==> config.mk <==
export PLATFORM = sky130hd
export DESIGN_NAME = bank_map_ctrl
export DESIGN_NICKNAME = d
export VERILOG_FILES = /design/src/rtl/bmap_pkg.sv /design/src/rtl/bmap_port_dec.sv /design/src/rtl/bmap_ctl_reg.sv /design/src/rtl/bmap_window.sv /design/src/rtl/bank_map_ctrl.sv
export SDC_FILE = /design/constraint.sdc
export NUM_CORES = 1
export LEC_CHECK = 0
export BUFFER_PORTS_ARGS = -buffer_cell sky130_fd_sc_hd__buf_2
export CAP_MARGIN = 20
export CORE_UTILIZATION = 41
export DETAILED_ROUTE_END_ITERATION = 7
export PLACE_DENSITY = 0.87
export SYNTH_ARGS = -nofsm -noshare
export SYNTH_HDL_FRONTEND = slang
export SYNTH_SLANG_ARGS = --single-unit
export TNS_END_PERCENT = 50
==> constraint.sdc <==
create_clock -name clk -period 1.82 [get_ports clk]
set_input_delay 0.182 -clock clk [delete_from_list [all_inputs] [get_ports clk]]
set_output_delay 0.182 -clock clk [all_outputs]
set_load 0.02 [all_outputs]
==> src/rtl/bmap_pkg.sv <==
package bmap_pkg;

  // Decoded view of the control byte
  typedef struct packed {
    logic [2:0] code;   // placement of the upper bank
    logic       full;   // 1: lower bank enabled
  } map_cfg_t;

  // Placement codes above this value take the banks out of conventional memory
  localparam int unsigned CODE_MAX = 4;

  // Bits 3..1 carry the code, bit 4 the size; the remaining bits are ignored
  function automatic map_cfg_t cfg_from_byte(input logic [7:0] b);
    map_cfg_t c;
    c.code = b[3:1];
    c.full = b[4];
    return c;
  endfunction

  function automatic logic code_mapped(input logic [2:0] code);
    return 32'(code) <= CODE_MAX;
  endfunction

endpackage

==> src/rtl/bmap_port_dec.sv <==
module bmap_port_dec #(
  parameter int IO_W      = 16,
  parameter int SPAN_W    = 3,
  parameter int PORT_BASE = 16'h00A0
) (
  input  logic [IO_W-1:SPAN_W] port_hi,
  input  logic                 iow,
  input  logic                 aen,
  output logic                 wr_en
);
  localparam int HI_W = IO_W - SPAN_W;
  localparam logic [HI_W-1:0] MATCH = HI_W'(PORT_BASE >> SPAN_W);

  logic port_match;
  assign port_match = (port_hi == MATCH);
  assign wr_en      = port_match & iow & ~aen;
endmodule

==> src/rtl/bmap_ctl_reg.sv <==
module bmap_ctl_reg #(
  parameter int         DATA_W    = 8,
  parameter logic [7:0] RESET_VAL = 8'h98
) (
  input  logic              clk,
  input  logic              rst_n,
  input  logic              wr_en,
  input  logic [DATA_W-1:0] wdata,
  output logic [DATA_W-1:0] ctl
);
  always_ff @(posedge clk) begin
    if (!rst_n)     ctl <= DATA_W'(RESET_VAL);
    else if (wr_en) ctl <= wdata;
  end

  // the byte changes only through a decoded write
  assert_hold_without_write_R1: assert property (@(posedge clk) disable iff (!rst_n)
    !wr_en |=> $stable(ctl));

  // a decoded write lands in the register
  assert_write_lands_R1: assert property (@(posedge clk) disable iff (!rst_n)
    wr_en |=> ctl == $past(wdata));
endmodule

==> src/rtl/bmap_window.sv <==
module bmap_window
  import bmap_pkg::*;
#(
  parameter int ADDR_W   = 20,
  parameter int BANK_W   = 17,
  parameter bit IS_LOWER = 1'b0
) (
  input  logic [ADDR_W-1:BANK_W] win_idx,
  input  map_cfg_t               cfg,
  output logic                   match
);
  localparam int IDX_W = ADDR_W - BANK_W;

  logic [IDX_W-1:0] target;
  logic             enabled;

  generate
    if (IS_LOWER) begin : g_lower
      assign target  = IDX_W'(cfg.code) - IDX_W'(1);
      assign enabled = code_mapped(cfg.code) & cfg.full & (cfg.code != 3'd0);
    end else begin : g_upper
      assign target  = IDX_W'(cfg.code);
      assign enabled = code_mapped(cfg.code);
    end
  endgenerate

  assign match = enabled & (win_idx == target);
endmodule

==> src/rtl/bank_map_ctrl.sv <==
module bank_map_ctrl
  import bmap_pkg::*;
#(
  parameter int         ADDR_W    = 20,
  parameter int         BANK_W    = 17,
  parameter int         IO_W      = 16,
  parameter int         SPAN_W    = 3,
  parameter int         PORT_BASE = 16'h00A0,
  parameter logic [7:0] RESET_VAL = 8'h98
) (
  input  logic              clk,
  input  logic              rst_n,
  input  logic [ADDR_W-1:0] addr,
  input  logic [7:0]        wdata,
  input  logic              iow,
  input  logic              aen,
  output logic              sel_hi,
  output logic              sel_lo,
  output logic              hit,
  output logic [BANK_W-1:0] offset
);
  localparam int NBANK = 2;
  localparam int IDX_W = ADDR_W - BANK_W;

  logic           wr_en;
  logic [7:0]     ctl;
  map_cfg_t       cfg;
  logic [NBANK-1:0] match;

  bmap_port_dec #(.IO_W(IO_W), .SPAN_W(SPAN_W), .PORT_BASE(PORT_BASE)) u_dec (
    .port_hi (addr[IO_W-1:SPAN_W]),
    .iow     (iow),
    .aen     (aen),
    .wr_en   (wr_en)
  );

  bmap_ctl_reg #(.DATA_W(8), .RESET_VAL(RESET_VAL)) u_reg (
    .clk   (clk),
    .rst_n (rst_n),
    .wr_en (wr_en),
    .wdata (wdata),
    .ctl   (ctl)
  );

  assign cfg = cfg_from_byte(ctl);

  // index 0: upper bank, index 1: lower bank
  for (genvar g = 0; g < NBANK; g++) begin : g_win
    bmap_window #(.ADDR_W(ADDR_W), .BANK_W(BANK_W), .IS_LOWER(g == 1)) u_win (
      .win_idx (addr[ADDR_W-1:BANK_W]),
      .cfg     (cfg),
      .match   (match[g])
    );
  end

  // Base of the bank that hit, subtracted from the address
  function automatic logic [BANK_W-1:0] bank_offset(input logic [ADDR_W-1:0] a,
                                                    input logic [IDX_W-1:0]  base_idx);
    logic [ADDR_W-1:0] base;
    logic [ADDR_W-1:0] diff;
    base = {base_idx, {BANK_W{1'b0}}};
    diff = a - base;
    return diff[BANK_W-1:0];
  endfunction

  logic [IDX_W-1:0] hit_idx;
  assign hit_idx = match[1] ? IDX_W'(cfg.code) - IDX_W'(1) : IDX_W'(cfg.code);

  assign sel_hi = match[0];
  assign sel_lo = match[1];
  assign hit    = |match;
  assign offset = hit ? bank_offset(addr, hit_idx) : '0;

  // the bus owner other than the CPU can never reach the register
  assert_aen_blocks_R2: assert property (@(posedge clk) disable iff (!rst_n)
    aen |-> !wr_en);

  // the two windows never claim the same address
  assert_sel_onehot_R10: assert property (@(posedge clk) disable iff (!rst_n)
    $onehot0(match));

  // with the size bit cleared the lower window stays silent
  assert_lower_off_R5: assert property (@(posedge clk) disable iff (!rst_n)
    !ctl[4] |-> !sel_lo);

  // reserved codes unmap both banks
  assert_reserved_nohit_R6: assert property (@(posedge clk) disable iff (!rst_n)
    (ctl[3:1] > 3'd4) |-> !hit);

  // the offset is zero whenever nothing is hit
  assert_offset_idle_R10: assert property (@(posedge clk) disable iff (!rst_n)
    !hit |-> offset == '0);
endmodule

### Word-level counts from Yosys, hierarchy flattened

Cells that the tools add are included.

| cells by class | value |
|---|---|
| add/sub/neg operators | 2 |
| order comparisons | 1 |
| equality and inequality tests | 3 |
| muxes and demuxes | 1 |
| bitwise operators | 7 |
| reductions and logical operators | 2 |

Operator list:

| kind | count |
|---|---|
| 17-bit 2-to-1 mux | 1 |
| 17-bit by 1-bit subtractor with 17-bit output, second input constant | 1 |
| 13-bit by 5-bit == test with 1-bit output, second input constant | 1 |
| 1-bit AND | 6 |
| 3-bit == test | 2 |
| 3-bit less-or-equal comparator, second input constant | 1 |
| 3-bit nonzero test | 1 |
| 3-bit by 1-bit subtractor with 3-bit output, second input constant | 1 |
| 2-bit OR reduction | 1 |
| 1-bit inverter | 1 |

| storage, ports and cells | value |
|---|---|
| register bits after elaboration | 5 |
| bits of input ports | 32 |
| output and inout bits | 20 |

### Logic depth before layout (Yosys ltp)

| logic depth | value |
|---|---|
| depth after elaboration | 6 |
| gate-level depth with buffers | 6 |

### Modules after synthesis

Synthesis repeated with hierarchy kept, for this count alone.

| second synthesis, totals | value |
|---|---|
| cells, all modules | 69 |
| area, all modules | 649.4 sq um |

Modules (own cells, without submodules):

| module | instances | cells each | area each (sq um) | sequential area each (sq um) |
|---|---|---|---|---|
| bmap_ctl_reg | 1 | 25 | 294.0 | 160.2 |
| bank_map_ctrl | 1 | 22 | 178.9 | 0.0 |
| bmap_window at g_win[1].u_win | 1 | 12 | 92.6 | 0.0 |
| bmap_window at g_win[0].u_win | 1 | 5 | 45.0 | 0.0 |
| bmap_port_dec | 1 | 5 | 38.8 | 0.0 |

### Worst setup path after synthesis

Ideal clock, no wire load.

| timing path | value |
|---|---|
| path type | register -> output |
| start | register u_reg.ctl[1] |
| end | output port offset[6] |
| arrival time | 1876 ps |
| data required time | 1638 ps |
| setup slack | -238 ps |
| cell stages (with the launch flop) | 7 |
| cell sequence | dfxtp_1 > inv_1 > ha_1 > xor2_2 > buf_6 > nand3_1 > o32ai_1 |

| between the ends | value |
|---|---|
| longest elaborated chain between the ends | 6 |
| elaborated cells on any way between the ends | 11 |
| those cells by class | add/sub: 1; order compare: 1; eq/ne: 2; mux: 1; bitwise: 4; reduce/logical: 2 |

Ends and longest elaborated chain:

| item | line | RTL |
|---|---|---|
| start: declaration | bmap_ctl_reg.sv:9 | `output logic [DATA_W-1:0] ctl` |
| start signal: assignment | bmap_ctl_reg.sv:12 | `if (!rst_n) ctl <= DATA_W'(RESET_VAL);` |
| start signal: assignment | bmap_ctl_reg.sv:13 | `else if (wr_en) ctl <= wdata;` |
| 3-bit less-or-equal comparator | bmap_pkg.sv:21 | `return 32'(code) <= CODE_MAX;` |
| 1-bit AND (2 in a row) | bmap_window.sv:20 | `assign enabled = code_mapped(cfg.code) & cfg.full & (cfg.code != 3'd0);` |
| 1-bit AND | bmap_window.sv:27 | `assign match = enabled & (win_idx == target);` |
| 2-bit OR reduction * | bank_map_ctrl.sv:71 | `assign hit = \|match;` |
| 17-bit 2-to-1 mux * | bank_map_ctrl.sv:72 | `assign offset = hit ? bank_offset(addr, hit_idx) : '0;` |
| end: declaration | bank_map_ctrl.sv:20 | `output logic [BANK_W-1:0] offset` |

Mark *: on every way between the ends. The rest lies on a longest branch, timed or not.

### Worst setup path in the final report

| timing path | value |
|---|---|
| start | register u_reg.ctl[1] |
| end | output port offset[3] |

The elaborated chain is that of the path after synthesis.

==> flow_summary.ini <==
[outcome]
status = complete, but fails checks
failed_checks = setup timing

[yosys]
synth-warning-count = 0
mappedNetlistArea_um2 = 783.3
synth.mux.area_fraction = 0.05112
synth_fp_nets = 131
synth_most_common_cell = sky130_fd_sc_hd__inv_1
main_combinational_cell_family_by_area_after_synthesis = compound AO/OA/AOI/OAI gates
synth.largest_area_cell = sky130_fd_sc_hd__o32ai_2
ys_async_sr_fraction = 0
synth_compound_area_frac = 0.2891
biggest_area_contributors_in_the_synthesized_netlist = sky130_fd_sc_hd__o32ai_2, sky130_fd_sc_hd__nand3_1, sky130_fd_sc_hd__dfxtp_1
synth_top_area_frac = 0.1661
ys_seq_elements = 4
ys_dominant_reg_cell = sky130_fd_sc_hd__dfxtp_1
yosys.cell_types.count = 24
avg_synthesized_cell_area_um2 = 8.075
synth_seq_area_share = 0.1022
cells_after_synthesis = 97
post_synth_most_frequent_cells = sky130_fd_sc_hd__inv_1, sky130_fd_sc_hd__nand3_1, sky130_fd_sc_hd__o32ai_1, sky130_fd_sc_hd__o32ai_2, sky130_fd_sc_hd__buf_6
synth_edf_count = 0
synth_simple_gate_area_frac = 0.2412
synth_xor_area_frac = 0.1070
synth-adder-area-share = 0.03195

[finish]
area_of_all_placed_cells_without_fillers_um2 = 1286
design.final.nets = 185
final_core_util = 0.7291
flow.area_growth_from_synthesis_pct = 64.22
final-seq-area_um2 = 82.58
multi_input_area_um2 = 676.9
registers.top_by_ff_count = u_reg.ctl
registers_with_the_most_flip_flops = u_reg.ctl (4)
final_layout_size_suffix_gt1_frac = 0.5973
final_cell_count_without_fillers = 174
fill_cells = 143
largest_reg_flops = 4
antenna_cells_inserted = 0

[pwr]
netSwitchingPower_uw = 158.7
max-vdd-ir-drop_mv = 0.3919
leakage_component_of_the_power_uw = 0.0006303
internal_power_uw = 273.9
clock_power_frac = 0.247
power.switching_fraction = 0.3669
power_frac_seq = 0.204
power.density_cell_area_nw_per_um2 = 336.4
combinational_group_share_of_total_power = 0.549

[min_path]
min_delay_path_depth = 3
holdCritPathClass = in2reg
hp-start = wdata[1]
whs_endpoint = u_reg.ctl[1]

[critical_path]
critical_path.max_fanout = 18
cp_slowest_stage_delay_ps = 330
criticalPathCategory = reg2out
regToRegSetupSlack_ps = 820
ff2ff_path_depth = 2
rr_endpoint = u_reg.ctl[4]
cp_data_required_time_ps = 1640
critical_path_source_type = flip-flop
cp_cell_sequence = inv_2 -> ha_4 -> xor2_4 -> buf_12 -> nand3_1 -> o32ai_2 -> buf_4
timing.critical_path.to_type = primary output
critical-path-slowest-cell = sky130_fd_sc_hd__dfxtp_2
crit-reg2reg-launch = u_reg.ctl[4]
arrival_ps = 1760

[drt]
detail_route.wl_per_cell_um = 12.89
met2_length_um = 1268
detailedRoute.firstIterationViolations = 5
totalWireLength_um = 2242
final_antenna_net_count = 0
top_layer_used = met4
post-route-drc-count = 0
route.met3.wl_um = 107
wl_met1_um = 849
drtPass1Iterations = 6
vias = 943
vias_per_cell = 5.420

[clock_tree]
cts_bufs_inserted = 3
clock-sinks = 4
clock_pin_slew_on_the_worst_setup_and_hold_paths_ps = 40
post_cts.repair.setup_buffers = 0
clock_path_buffers = 2
h-tree-depth = 1
clk_latency_ps = 230
tritoncts = done
cts-hold-fix-buffers = 0
ctsRootBufferMaster = sky130_fd_sc_hd__clkbuf_4

[place]
detailed_place.area_um2 = 1129
dp_hpwl_um = 1657
gp_routability_congestion = 0.6576
post-place-cells = 171
place_worst_setup_slack_ps = 1.932
portBuffers = 47

[sta]
fmax_achieved_mhz = 516.0
hold_viol_final = 0
count_of_final_setup_violators = 19
final.setup.worst_slack_ps = -117.9
max_slew.worst_pin.slew_ps = 608.9
period_share = 1.065
max_slew_headroom_at_the_worst_pin = 0.5935
slew_viol_final = 0
unrepaired_setup_endpoints_after_global_routing = yes
final.min_clock_period_ps = 1938
timing.hold.ws_ps = 193.7
fin_worst_skew_ps = 0

[floorplan]
design.core.area_um2 = 1764
design.die.area_um2 = 2089
initial_utilization = 0.4440
core.rowCount = 15
number_of_top_level_pins = 52
die_width_um = 45.71
die_y_um = 45.71

[global_routing]
grt_usage = 0.2050
via_count_of_the_first_global_routing_pass = 830
maximum_number_of_pins_on_one_net_before_global_route_repair = 20
globalRoute.totalOverflow = 0
wire_length_of_the_first_global_routing_pass_um = 3263
antenna_found_initial = 0

[job]
cap_viol_max_count = 0
[through the flow]
| stage | TNS, ps | total power, uW |
|---|---|---|
| 2_1_floorplan | -730.8 | 215.0 |
| 3_3_place_gp | 0 | 291.2 |
| 3_5_place_dp | 0 | 298.3 |
| 4_1_cts | -1926 | 418.5 |
| 5_1_grt | -3006 | 460.1 |
| 6_report | -1517 | 432.7 |
[layout make-up]
class | count | share of cell area
well taps | 25 | 0.02432
multi-input cells | 67 | 0.5263
inverters | 20 | 0.05837
flip-flops and latches | 4 | 0.06420
clock buffers | 3 | 0.01751
repair buffers | 55 | 0.3093
[critical path, delay by kind of cell, from the launching register on]
kind / cells / cell delay [ps]
simple gates: 1 / 90
xor+xnor: 1 / 160
fa+ha+maj: 1 / 280
buf+inv: 3 / 410
compound gates: 1 / 260
flops: 1 / 330
[power groups by stage]
stage                     Sequential, uW  Combinational [uW]  Clock (uW)
after global routing                87.9                 254         118
final                               88.1                 238         107
after global placement              89.5                 202           0
after CTS                           88.1                 219         112
after floorplan                     89.5                 126           0
after detailed placement            89.5                 209           0
[how the worst max path moves through the flow]
| stage | startpoint | cells after the start | slack (ps) | endpoint |
|---|---|---|---|---|
| floorplan | u_reg.ctl[1] | 6 | -90 | hit |
| global placement | u_reg.ctl[1] | 7 | 50 | offset[7] |
| detailed placement | u_reg.ctl[1] | 7 | 2 | offset[8] |
| CTS | u_reg.ctl[1] | 7 | -130 | offset[8] |
| global route | u_reg.ctl[2] | 7 | -200 | offset[8] |
| finish | u_reg.ctl[1] | 7 | -120 | offset[3] |
[layout by cell type (no fill, tap or decap)]
cell and n:
sky130_fd_sc_hd__nor4bb_1 1, sky130_fd_sc_hd__inv_1 17, sky130_fd_sc_hd__nor4_1 2, sky130_fd_sc_hd__nor2_1 2
sky130_fd_sc_hd__o21ai_1 1, sky130_fd_sc_hd__xnor2_2 3, sky130_fd_sc_hd__xor2_4 1, sky130_fd_sc_hd__dfxtp_1 2
sky130_fd_sc_hd__o211ai_2 1, sky130_fd_sc_hd__o32ai_2 16, sky130_fd_sc_hd__nor2b_1 4, sky130_fd_sc_hd__buf_2 27
sky130_fd_sc_hd__buf_4 21, sky130_fd_sc_hd__inv_2 3, sky130_fd_sc_hd__clkbuf_4 3, sky130_fd_sc_hd__ha_2 1
sky130_fd_sc_hd__buf_12 3, sky130_fd_sc_hd__buf_6 4, sky130_fd_sc_hd__nand4_1 2, sky130_fd_sc_hd__nand2_2 1
sky130_fd_sc_hd__dfxtp_2 2, sky130_fd_sc_hd__nand3_1 17, sky130_fd_sc_hd__o32ai_4 1, sky130_fd_sc_hd__and3_2 1
sky130_fd_sc_hd__mux2i_1 4, sky130_fd_sc_hd__xnor2_1 2, sky130_fd_sc_hd__xor2_1 1, sky130_fd_sc_hd__ha_4 1
sky130_fd_sc_hd__nand2_1 4, sky130_fd_sc_hd__nor3b_1 1
[per-layer routing]
layer / vias to the layer above / GRT usage
li1: 459 / -
met1: 453 / 0.2156
met2: 29 / 0.4286
met3: 2 / 0.01984
met4: 0 / 0.03529
met5: - / 0
[what timing repair did]
action | CTS | global route
gates resized for setup | 21 | 18
endpoints found under the hold margin | 0 | 0
setup endpoints to repair | 20 | 20
pin swaps | 2 | 2
[kinds of logic (layout without fill, tap and decap cells)]
group / after synthesis / in the layout
buffers and inverters: 26 / 78
adder cells (fa/ha/maj): 2 / 2
multiplexers: 4 / 4
AND/OR/NAND/NOR: 35 / 35
AO/OA/AOI/OAI: 19 / 19
flip-flops: 4 / 4
XOR/XNOR: 7 / 7
(Power assumes the default switching activity.)
